File: src/rtl/psd_pkg.sv
package psd_pkg;

  // Channel indices shared by the capture and stretch stages.
  localparam int CH_TC  = 0;   // counter terminal count
  localparam int CH_TB  = 1;   // time-base reference
  localparam int NUM_CH = 2;

  // Event pair as seen at the block edge.
  typedef struct packed {
    logic tb;
    logic tc;
  } evt_pair_t;

endpackage

File: src/rtl/psd_reset_sync.sv
module psd_reset_sync #(
  parameter int STAGES = 2
) (
  input  logic clk,
  input  logic rst_n,
  output logic rst_sync_n
);

  logic [STAGES-1:0] sync_q;
  logic [STAGES-1:0] sync_d;

  always_comb begin
    sync_d = {sync_q[STAGES-2:0], 1'b1};
  end

  always_ff @(posedge clk or negedge rst_n) begin
    if (!rst_n) begin
      sync_q <= '0;
    end else begin
      sync_q <= sync_d;
    end
  end

  assign rst_sync_n = sync_q[STAGES-1];

endmodule

File: src/rtl/psd_capture.sv
module psd_capture
  import psd_pkg::*;
#(
  parameter int CLR_DLY = 2
) (
  input  logic              clk,
  input  logic              rst_n,
  input  logic              lock_en,
  input  evt_pair_t         evt_in,
  output logic [NUM_CH-1:0] lead_o
);

  localparam int CW = $clog2(CLR_DLY + 1);
  localparam logic [CW-1:0] CLR_LAST = CW'(CLR_DLY - 1);

  logic [NUM_CH-1:0] evt_vec;
  logic [NUM_CH-1:0] prev_q;
  logic [NUM_CH-1:0] rise;
  logic [NUM_CH-1:0] flag_q;
  logic [NUM_CH-1:0] flag_d;
  logic [CW-1:0]     clr_cnt_q;
  logic [CW-1:0]     clr_cnt_d;
  logic              both_set;
  logic              clr_fire;
  logic              cnt_en;

  assign evt_vec[CH_TC] = evt_in.tc;
  assign evt_vec[CH_TB] = evt_in.tb;

  assign both_set = &flag_q;
  assign clr_fire = both_set && (clr_cnt_q == CLR_LAST);

  // Clear-delay counter: runs only while both flags are armed.
  always_comb begin
    if (lock_en && both_set && !clr_fire) begin
      clr_cnt_d = clr_cnt_q + CW'(1);
    end else begin
      clr_cnt_d = '0;
    end
  end

  assign cnt_en = (clr_cnt_q != '0) || both_set;

  always_ff @(posedge clk or negedge rst_n) begin
    if (!rst_n) begin
      clr_cnt_q <= '0;
    end else if (cnt_en) begin
      clr_cnt_q <= clr_cnt_d;
    end
  end

  genvar gi;
  generate
    for (gi = 0; gi < NUM_CH; gi++) begin : g_chan
      // Edge detector: the previous level is tracked at all times, so an
      // input that is already high when lock is entered does not arm.
      assign rise[gi] = evt_vec[gi] & ~prev_q[gi];

      always_comb begin
        if (!lock_en) begin
          flag_d[gi] = 1'b0;
        end else if (clr_fire) begin
          flag_d[gi] = 1'b0;
        end else begin
          flag_d[gi] = flag_q[gi] | rise[gi];
        end
      end

      always_ff @(posedge clk or negedge rst_n) begin
        if (!rst_n) begin
          prev_q[gi] <= 1'b0;
        end else begin
          prev_q[gi] <= evt_vec[gi];
        end
      end

      always_ff @(posedge clk or negedge rst_n) begin
        if (!rst_n) begin
          flag_q[gi] <= 1'b0;
        end else if (flag_q[gi] || rise[gi] || !lock_en) begin
          flag_q[gi] <= flag_d[gi];
        end
      end

      // A flag may only arm after a rising edge on its own event.
      AST_FLAG_FROM_EDGE: assert property (@(posedge clk) disable iff (!rst_n)
        $rose(flag_q[gi]) |-> $past(rise[gi]));
    end
  endgenerate

  // Lead intervals: exactly one flag armed.
  assign lead_o[CH_TC] = flag_q[CH_TC] & ~flag_q[CH_TB];
  assign lead_o[CH_TB] = flag_q[CH_TB] & ~flag_q[CH_TC];

  AST_CLEAR_TOGETHER: assert property (@(posedge clk) disable iff (!rst_n)
    $fell(flag_q[CH_TC]) |-> !flag_q[CH_TB]);

  AST_CLEAR_BOUND: assert property (@(posedge clk) disable iff (!rst_n)
    clr_fire |=> (flag_q == '0));

  AST_FLAGS_NEUTRAL: assert property (@(posedge clk) disable iff (!rst_n)
    !lock_en |=> (flag_q == '0));

endmodule

File: src/rtl/psd_stretch.sv
module psd_stretch #(
  parameter int K_NORM  = 8,
  parameter int K_EXP   = 80,
  parameter int MAX_ERR = 64
) (
  input  logic clk,
  input  logic rst_n,
  input  logic lock_en,
  input  logic expand_sel,
  input  logic err_i,
  output logic pulse_o
);

  localparam int ACC_MAX = MAX_ERR * K_EXP;
  localparam int AW      = $clog2(ACC_MAX + 1);
  localparam logic [AW:0]   SUM_CAP = (AW+1)'(ACC_MAX);
  localparam logic [AW-1:0] ACC_CAP = AW'(ACC_MAX);

  logic [AW-1:0] acc_q;
  logic [AW-1:0] acc_d;
  logic [AW-1:0] gain;
  logic [AW:0]   sum;
  logic          acc_busy;
  logic          acc_en;

  assign acc_busy = (acc_q != '0);

  // Each cycle of error adds the gain, each active cycle drains one:
  // an error of W cycles gives an output of W*gain cycles.
  always_comb begin
    gain = expand_sel ? AW'(K_EXP) : AW'(K_NORM);
    sum  = {1'b0, acc_q}
         + (err_i ? {1'b0, gain} : '0)
         - (acc_busy ? (AW+1)'(1) : '0);
    if (!lock_en) begin
      acc_d = '0;
    end else if (sum > SUM_CAP) begin
      acc_d = ACC_CAP;
    end else begin
      acc_d = sum[AW-1:0];
    end
  end

  assign acc_en = acc_busy || err_i;

  always_ff @(posedge clk or negedge rst_n) begin
    if (!rst_n) begin
      acc_q <= '0;
    end else if (acc_en) begin
      acc_q <= acc_d;
    end
  end

  assign pulse_o = acc_busy;

  AST_STRETCH_START: assert property (@(posedge clk) disable iff (!rst_n)
    $rose(pulse_o) |-> $past(err_i));

  AST_STRETCH_NEUTRAL: assert property (@(posedge clk) disable iff (!rst_n)
    !lock_en |=> !pulse_o);

endmodule

File: src/rtl/phase_skew_detector.sv
module phase_skew_detector
  import psd_pkg::*;
#(
  parameter int CLR_DLY = 2,
  parameter int K_NORM  = 8,
  parameter int K_EXP   = 80,
  parameter int MAX_ERR = 64
) (
  input  logic clk,
  input  logic rst_n,
  input  logic tc_strobe,
  input  logic tb_edge,
  input  logic lock_en,
  input  logic expand_sel,
  output logic pump_up,
  output logic pump_dn,
  output logic bias_mid
);

  logic              rst_int_n;
  evt_pair_t         evt;
  logic [NUM_CH-1:0] lead;
  logic [NUM_CH-1:0] stretched;
  logic              bias_q;
  logic              bias_d;

  psd_reset_sync #(.STAGES(2)) u_rst (
    .clk        (clk),
    .rst_n      (rst_n),
    .rst_sync_n (rst_int_n)
  );

  assign evt.tc = tc_strobe;
  assign evt.tb = tb_edge;

  psd_capture #(.CLR_DLY(CLR_DLY)) u_cap (
    .clk     (clk),
    .rst_n   (rst_int_n),
    .lock_en (lock_en),
    .evt_in  (evt),
    .lead_o  (lead)
  );

  genvar gc;
  generate
    for (gc = 0; gc < NUM_CH; gc++) begin : g_str
      psd_stretch #(
        .K_NORM  (K_NORM),
        .K_EXP   (K_EXP),
        .MAX_ERR (MAX_ERR)
      ) u_str (
        .clk        (clk),
        .rst_n      (rst_int_n),
        .lock_en    (lock_en),
        .expand_sel (expand_sel),
        .err_i      (lead[gc]),
        .pulse_o    (stretched[gc])
      );
    end
  endgenerate

  // Counter first means the loop runs fast: ask for less voltage.
  assign pump_dn = stretched[CH_TC];
  assign pump_up = stretched[CH_TB];

  always_comb begin
    bias_d = ~lock_en;
  end

  always_ff @(posedge clk or negedge rst_int_n) begin
    if (!rst_int_n) begin
      bias_q <= 1'b1;
    end else begin
      bias_q <= bias_d;
    end
  end

  assign bias_mid = bias_q;

  AST_NEUTRAL_STATE: assert property (@(posedge clk) disable iff (!rst_int_n)
    !lock_en |=> (bias_mid && !pump_up && !pump_dn));

  AST_BIAS_RELEASE: assert property (@(posedge clk) disable iff (!rst_int_n)
    lock_en |=> !bias_mid);

endmodule

File: config.mk
export PLATFORM = sky130hd
export DESIGN_NAME = phase_skew_detector
export DESIGN_NICKNAME = d
export VERILOG_FILES = /design/src/rtl/psd_pkg.sv /design/src/rtl/psd_reset_sync.sv /design/src/rtl/psd_capture.sv /design/src/rtl/psd_stretch.sv /design/src/rtl/phase_skew_detector.sv
export SDC_FILE = /design/constraint.sdc
export NUM_CORES = 1
export LEC_CHECK = 0
export CAP_MARGIN = 15
export CORE_AREA = 2 2 77 79
export DETAILED_ROUTE_END_ITERATION = 10
export DIE_AREA = 0 0 79 81
export GPL_ROUTABILITY_DRIVEN = 0
export GPL_TIMING_DRIVEN = 1
export PLACE_DENSITY = 0.76
export SETUP_SLACK_MARGIN = 0.1
export SYNTH_ARGS = -nofsm -noshare
export SYNTH_HDL_FRONTEND = slang
export SYNTH_SLANG_ARGS = --single-unit
File: constraint.sdc
create_clock -name clk -period 1.51 [get_ports clk]
set_input_delay 0.2265 -clock clk [delete_from_list [all_inputs] [get_ports clk]]
set_output_delay 0.2265 -clock clk [all_outputs]
set_load 0.02 [all_outputs]
# Word-level counts from Yosys, hierarchy flattened
# Cells that the tools add are included.
[classes]
n_reduce_logical = 16
n_bitwise = 11
mux = 14
eq_ne = 1
addsub = 5
magnitude_cmp = 2
[op_table]
columns = ["operator", "count"]
rows = [
  ["$mux W13", 5],
  ["$add A13 B14 Y14", 2],
  ["$gt A14 B13 Y1 const B", 2],
  ["$sub A14 B14 Y14", 2],
  ["$reduce_bool A13 Y1", 2],
  ["$mux W7", 2],
  ["$logic_or A1 B1 Y1", 7],
  ["$mux W1", 6],
  ["$not A1 Y1", 5],
  ["$and A1 B1 Y1", 4],
  ["$logic_and A1 B1 Y1", 3],
  ["$add A2 B1 Y2 const B", 1],
  ["$eq A2 B1 Y1 const B", 1],
  ["$logic_not A1 Y1", 2],
  ["$mux W2", 1],
  ["$or A1 B1 Y1", 2],
  ["$reduce_and A2 Y1", 1],
  ["$reduce_bool A2 Y1", 1],
]
[word_totals]
out_inout_bits = 3
reg_bits = 35

# Depth between registers and ports, before layout
# Gate-level depths: netlist (run 1).
[logic_depth]
word_depth = 8
ltp_mapped = 16

# Cells and area by module
# Synthesis (run 1) repeated with hierarchy kept, for this count alone.
[hier_totals]
hier_cells = 363
hier_area_um2 = 3254.4
[by_module_without_submodules]
columns = ["mod", "seq_area_each_um2", "instances", "cells_per_inst", "area_per_inst_um2"]
rows = [
  ["psd_stretch", 325.3, 2, 167, 1446.4],
  ["psd_capture", 150.1, 1, 24, 277.8],
  ["psd_reset_sync", 50.0, 1, 3, 53.8],
  ["phase_skew_detector", 26.3, 1, 2, 30.0],
]

# Worst setup path before layout (run 1)
# OpenSTA, ideal clock, no wires.
[synth_timing]
path_kind = "reg-to-reg"
start = "register g_str[0].u_str.acc_q[8]"
end = "register g_str[0].u_str.acc_q[11]"
arrival_ps = 3598
setup_slack_ps = -2208
path_stages_with_launch = 16
required_ps = 1390
n_path_buf = 0
path_cell_list = "dfrtp_1 -> inv_1 -> ha_1 -> nor2b_1 -> nand4_1 -> ha_1 -> inv_1 -> ha_1 -> inv_1 -> fa_1 -> nand2b_2 -> a211oi_1 -> o2111a_1 -> mux2_2 -> or2_2 -> a41o_1"
[synth_between]
elab_chain_len = 6
word_cells_on_any_way = 8
classes_between = "add/sub: 2; order compare: 1; mux: 3; reduce/logical: 2"
[synth_rtl]
columns = ["item", "line", "source"]
rows = [
  ["start, declared", "psd_stretch.sv:19", "logic [AW-1:0] acc_q;"],
  ["start signal, assigned", "psd_stretch.sv:48", "acc_q <= '0;"],
  ["start signal, assigned", "psd_stretch.sv:50", "acc_q <= acc_d;"],
  ["$reduce_bool A13 Y1 (*)", "psd_stretch.sv:26", "assign acc_busy = (acc_q != '0);"],
  ["via pump_dn", "phase_skew_detector.sv:16", "output logic pump_dn,"],
  ["$mux W1", "psd_stretch.sv:34", "- (acc_busy ? (AW+1)'(1) : '0);"],
  ["$sub A14 B14 Y14", "psd_stretch.sv:34", ""],
  ["$gt A14 B13 Y1", "psd_stretch.sv:37", "end else if (sum > SUM_CAP) begin"],
  ["$mux W13", "psd_stretch.sv:37", ""],
  ["$mux W13", "psd_stretch.sv:35", "if (!lock_en) begin"],
]
# The timed path passes the listed nets; every way through them passes the cells marked *.
# A chain may end at the register's enable or synchronous reset.

# Worst setup path after layout (run 1)
[layout_timing]
start = "register g_str[1].u_str.acc_q[11]"
end = "register g_str[1].u_str.acc_q[0]"
[layout_between]
elab_chain_len = 6
word_cells_on_any_way = 8
classes_between = "add/sub: 2; order compare: 1; mux: 3; reduce/logical: 2"
[layout_rtl]
columns = ["item", "line"]
rows = [
  ["start, declared", "psd_stretch.sv:19"],
  ["start signal, assigned", "psd_stretch.sv:48"],
  ["start signal, assigned", "psd_stretch.sv:50"],
  ["parallel branches: the longest is 6 deep, another holds $add A13 B14 Y14", "n/a"],
]
# Parallel ways; which one is timed is not known.

==> reports/metrics.yaml, run 1 <==
fin_crit_sh_pct: 244.3
track_usage_pct: 46.16
initial_utilization_pct: 57.05
tightest_slew_ps: 670.8
arrival_ps: 3890
cts_root_buf: "clkbuf_8"
critical_path_class: "flop to flop"
ys_warn_count: 0
postRouteAntennaNets: 0
synth_seq_area_share_pct: 27.09
core_mm2: 0.005675
dp_hpwl_mm: 7.832
max_slew_margin_pct: 54.12
rsz0062_at_grt: "yes"
maxCapViolations: 0
drv_slew: 0
ys_ff_latch: 35
netlist_instances: 386
numCtsBuffers: 5
synth_ff_type: "dfrtp_1"
reg2reg_depth: 16
vias: 4665
r2r_slack_ps: -2180
cts_max_path_buffers: 2
post-route-min-period_ps: 3689
setup_violations: 28
min_path_type: "input pin to asynchronous set/reset pin"
placed_area_mm2: 0.004506
r2r-end: "g_str[1].u_str.acc_q[0]"
grt_max_degree: 34
mostFrequentLayoutCell: "buf_4"
die_y_um: 81
insertion_delay_ps: 310
fin_ws_ps: -2179
synth_nets: 432
fp.dieW_um: 79
avgSynthCellArea_um2: 8.389
clock_skew_ps: 10.81
path_cells: "inv_2, ha_4, nor4b_4, nand3_2, ha_4, inv_2, ha_4, inv_2, fa_2, nand2b_4, a211o_4, a21boi_2, o22a_2, nand4_1, buf_6, a211oi_2"
worstSetupStartpointType: "flop"
drive_gt1_share_pct: 45.50
critPathMaxFanout: 8
drt_wl_total_mm: 17.98
die-area_mm2: 0.006399
fin_area_mm2: 0.005234
synth-edff-count: 0
drtIter0Drc: 757
ios: 9
grt_pass1_wl_mm: 22.41
grt-ovfl-total: 0
antenna_found_initial: 1
fin_nets: 601
status: "finished with violations"
layout.cells.most_common_list: "143 x buf_4, 49 x inv_1, 34 x dfrtp_1, 31 x ha_1, 23 x nor2_1"
clk_pin_slew_ps: 90
synth-async-reset-ratio_pct: 100.0
mappedNetlistArea_mm2: 0.003238
crit_path_end_kind: "flop"
area_growth_pct: 61.63
synth_top_area_cell: "dfrtp_1"
htree_levels: 2
drc_errors: 0
rr_startpoint: "g_str[1].u_str.acc_q[11]"
placementRows: 28
cts_sinks: 35
fmax_ghz: 0.2711
port_buffers: 8
netlist_top_cells_area: "dfrtp_1 26%, ha_1 15%, inv_1 6.8%"
grt_pass1_vias: 4321
yosys.area.top_type_share_pct: 26.28
via_per_inst: 7.381
hold_viol_final: 0
post_drt_wl_per_cell_um: 28.45
cp_slowest_cell: "dfrtp_1"
tritoncts: "yes"
drt-pass1-iter-count: 9
critPathMaxStageDelay_ps: 410
crit_required_ps: 1710
violations: "negative setup slack"
yosysUniqueCellTypes: 63
[worst max path at each step]
| stage | from | to | slack [ps] | cells past startpoint |
|---|---|---|---|---|
| 6_report | g_str[1].u_str.acc_q[11] | g_str[1].u_str.acc_q[0] | -2180 | 16 |
| 5_1_grt | g_str[1].u_str.acc_q[11] | g_str[1].u_str.acc_q[0] | -2470 | 16 |
| 4_1_cts | g_str[0].u_str.acc_q[8] | g_str[0].u_str.acc_q[0] | -1740 | 16 |
| 3_5_place_dp | g_str[0].u_str.acc_q[8] | g_str[0].u_str.acc_q[6] | -1930 | 15 |
| 3_3_place_gp | g_str[0].u_str.acc_q[8] | g_str[0].u_str.acc_q[9] | -1740 | 15 |
| 2_1_floorplan | g_str[0].u_str.acc_q[8] | g_str[0].u_str.acc_q[11] | -1980 | 15 |
[metrics by stage]
step	setup slack [ps]	utilization, %	setup TNS [ps]	cells	hold slack, ps
after floorplan	-1982	-	-46270	386	-69.09
after global placement	-1737	79.39	-44670	597	267.7
after detailed placement	-1928	79.39	-48590	597	286.7
after CTS	-1742	89.24	-45120	628	89.86
after global routing	-2473	92.22	-60000	632	87.85
final	-2179	92.22	-54350	632	74.96
[registers in the layout, indices dropped and copies added, names as in the netlist]
register,count
bias_mid,1
g_str.u_str.acc_q,26
u_cap.clr_cnt_q,2
u_cap.flag_q,2
u_cap.prev_q,2
u_rst.sync_q,2
[synth_stat cells (2+ instances only)]
library cell,n
a2111o_1,2
a2111oi_0,2
a211o_1,4
a211oi_1,17
a21o_1,5
a21oi_1,27
clkbuf_1,5
dfrtp_1,34
fa_1,2
ha_1,38
inv_1,59
nand2_1,18
nand2b_1,9
nand3_1,6
nand4_1,5
nor2_1,25
nor2b_1,9
nor3_1,7
nor3b_1,6
nor4_1,3
nor4b_1,2
o2111a_1,2
o211ai_1,12
o21a_1,6
o21ai_0,22
o21ai_1,2
o221ai_1,3
o22ai_1,3
o31ai_1,2
o32a_1,2
o32ai_1,3
or2_2,5
xnor2_1,4
xor2_1,6
[cell families (layout without fill, tap and decap cells)]
logic type	after synthesis	in the layout	synth area share, %
flops	35	35	27.09
simple gates	105	105	17.43
compound gates	130	131	28.98
fa+ha+maj	40	40	15.92
mux	1	1	0.3477
buf+inv	64	233	7.419
xor+xnor	10	10	2.705
other cells	1	2	0.1158
[per-layer routing]
layer | global-route usage, % | part of all wire, % | up-vias
met1 | 48.05 | 31 | 2121
met4 | 34.31 | 12 | 4
met5 | 0 | 0.41 | -
li1 | - | - | 1753
met2 | 80.76 | 43 | 532
met3 | 11.56 | 13 | 255
[cell type report]
class	instances	area [um^2]
Multi-Input combinational cell	288	2585
Timing Repair Buffer	166	1341
Sequential cell	35	877.1
Fill cell	201	441.7
Inverter	59	221.5
Tap cell	75	93.84
Clock buffer	5	68.82
Clock inverter	3	43.79
Antenna cell	1	2.502
[worst max-delay path, delay by kind of cell (launching register included)]
kind,cells,cell delay [ps]
adders and majority gates,4,810
buffers and inverters,4,410
DFF,1,410
AOI/OAI and AO/OA,4,1110
and+or+nand+nor,4,820
[repair_timing]
item / in CTS / in global routing
hold buffers: 0 / 0
endpoints found under the setup margin: 29 / 28
resized for setup: 75 / 37
cloned: 1 / 1
buffers inserted: 34 / 13
pin swaps: 26 / 30
Power of run 1 is left out: the tool's default activity adds up to more than one toggle a clock period on the data nets, which glitch-free logic cannot reach.
==> run 2: changes to the inputs <==
--- a/config.mk
+++ b/config.mk
@@ -9,2 +9,3 @@
 export CORE_AREA = 2 2 77 79
+export CTS_CLUSTER_DIAMETER = 60
 export DETAILED_ROUTE_END_ITERATION = 10
--- a/constraint.sdc
+++ b/constraint.sdc
@@ -3,2 +3,2 @@
 set_output_delay 0.2265 -clock clk [all_outputs]
-set_load 0.02 [all_outputs]
+set_load 0.1 [all_outputs]
==> reports/metrics.yaml, run 2 (same netlist as run 1, synthesis figures left out) <==
top_register: "g_str.u_str.acc_q"
fp.dieW_um: 79  # unchanged
cp_slowest_cell: "a211oi_1"
fmax_ghz: 0.2614  # -3.6%
hold_viol_final: 0  # unchanged
post_drt_wl_per_cell_um: 26.15  # -8.1%
critPathBufInv: 3  # -1
port_buffers: 8  # unchanged
maxCapViolations: 0  # unchanged
critPathTopFamily: "compound AO/OA/AOI/OAI gates"
drive_gt1_share_pct: 46.10  # +0.59 points
drc_errors: 0  # unchanged
cts_root_buf: "clkbuf_8"
cts_hold_buf: 0  # unchanged
insertion_delay_ps: 320  # about the same
path_cells: "nor2b_1, buf_4, nand2b_1, ha_1, inv_1, ha_1, o21a_1, a211oi_1, o211ai_1, a2111oi_4, nand4_1, buf_4, a211oi_2"
arrival_ps: 4020  # +130 ps
numCtsBuffers: 5  # unchanged
violations: "negative setup slack"
antenna_found_initial: 0  # -1
critPathMaxStageDelay_ps: 610  # +200 ps
drv_slew: 0  # unchanged
track_usage_pct: 39.90  # -6.3 points
tightest_slew_ps: 904.2  # +233.4 ps
worstSetupStartpointType: "flop"
area_growth_pct: 60.36
status: "finished with violations"
cts_max_path_buffers: 2  # unchanged
die-area_mm2: 0.006399  # unchanged
grt_pass1_wl_mm: 19.58  # -13%
crit_path_end_kind: "flop"
postRouteAntennaNets: 0  # unchanged
grt-ovfl-total: 0  # unchanged
fin_nets: 596  # -0.83%
drtIter0Drc: 491  # -35%
grt_pass1_vias: 3996  # -7.5%
initial_utilization_pct: 57.05  # unchanged
fin_ws_ps: -2316  # -136.3 ps
mostFrequentLayoutCell: "buf_4"
critPathMaxFanout: 8  # unchanged
finish.utilization_pct: 91.49  # -0.73 points
critical_path_class: "flop to flop"
die_y_um: 81  # unchanged
max_slew_margin_pct: 39.29  # -15 points
fin_crit_sh_pct: 253.4  # +9.0 points
grt_max_degree: 34  # unchanged
drt_wl_total_mm: 16.37  # -9.0%
min_path_type: "input pin to asynchronous set/reset pin"
dp_hpwl_mm: 7.586  # -3.1%
htree_levels: 2  # unchanged
via_per_inst: 7.030  # -4.8%
ios: 9  # unchanged
tritoncts: "yes"
post-route-min-period_ps: 3826  # +136.3 ps
placementRows: 28  # unchanged
clock_skew_ps: 19.60  # +8.785 ps
diodes: 0  # -1
core_mm2: 0.005675  # unchanged
vias: 4401  # -5.7%
setup_violations: 28  # unchanged
largest_reg_flops: 26  # unchanged
cts_sinks: 35  # unchanged
clk_pin_slew_ps: 100  # about the same
layout.cells.most_common_list: "145 x buf_4, 49 x inv_1, 34 x dfrtp_1, 30 x ha_1, 22 x nor2_1"
crit_required_ps: 1700  # about the same
drt-pass1-iter-count: 6  # -3
rsz0062_at_grt: "yes"
-- run 2: cell types whose count changed in the layout (fill, tap and decap cells not counted), moves of 2 or more --
| cell | previous run | this run |
|---|---|---|
| buf_6 | 15 | 7 |
| o21ai_1 | 5 | 2 |
| a211oi_4 | 5 | 3 |
| buf_12 | 2 | 4 |
| buf_4 | 143 | 145 |
| nor2_2 | 1 | 3 |
-- run 2: stage by stage --
step           instance area, um^2  worst slack [ps]  instances  hold WS (ps)  TNS, ps
6_report                      5192             -2316        626         99.75   -54180
5_1_grt                       5192             -2455        626         97.08   -57790
4_1_cts                       4965             -1756        620         93.81   -43890
2_1_floorplan                 3395             -2966        386        -69.09   -62630
3_3_place_gp                  4546             -1736        594         267.5   -43840
3_5_place_dp                  4546             -1844        594         300.5   -46040
-- run 2: what timing repair did --
action / 4_1_cts / 5_1_grt
buffers inserted: 17 / 8
gates cloned: 2 / 0
pin swaps: 30 / 21
setup endpoints to repair: 28 / 28
resized for setup: 45 / 31
-- run 2: area by class of cell --
cell class / count / area (um^2)
clock buffer: 5 / 68.82
clock inverter: 3 / 43.79
fill: 210 / 483.0
inverter: 59 / 221.5
multi-input combinational: 288 / 2590
sequential: 35 / 877.1
tap: 75 / 93.84
timing repair buffer: 161 / 1297
-- run 2: final timing paths --
path / start / cells past startpoint / to / slack [ps]
setup / recovery: u_cap.flag_q[1] / 13 / g_str[1].u_str.acc_q[1] / -2320
hold / removal: rst_n / 1 / u_rst.sync_q[1] / 100
setup reg to reg: u_cap.flag_q[1] / 13 / g_str[1].u_str.acc_q[1] / -2320
hold reg to reg: u_rst.sync_q[1] / 1 / g_str[0].u_str.acc_q[2] / 340
max in group asynchronous: u_rst.sync_q[1] / 1 / bias_mid / 800
min in group clk: tb_edge / 1 / u_cap.prev_q[1] / 370
-- run 2: layer usage --
metal	global-route usage [%]	routed length, um	up-vias
met5	0	0	-
met1	42.14	5458	2042
met3	5.667	1616	202
met4	28.45	1926	0
met2	72.97	7368	414
li1	-	-	1743
Power of run 2 is left out for the same reason.
==> run 3: changes to the inputs <==
GPL_ROUTABILITY_DRIVEN = unset   (was 0)
==> results of run 3 <==
No change in the layout: final DEF, timing and power equal those of run 2.
Power of run 3 is left out for the same reason.
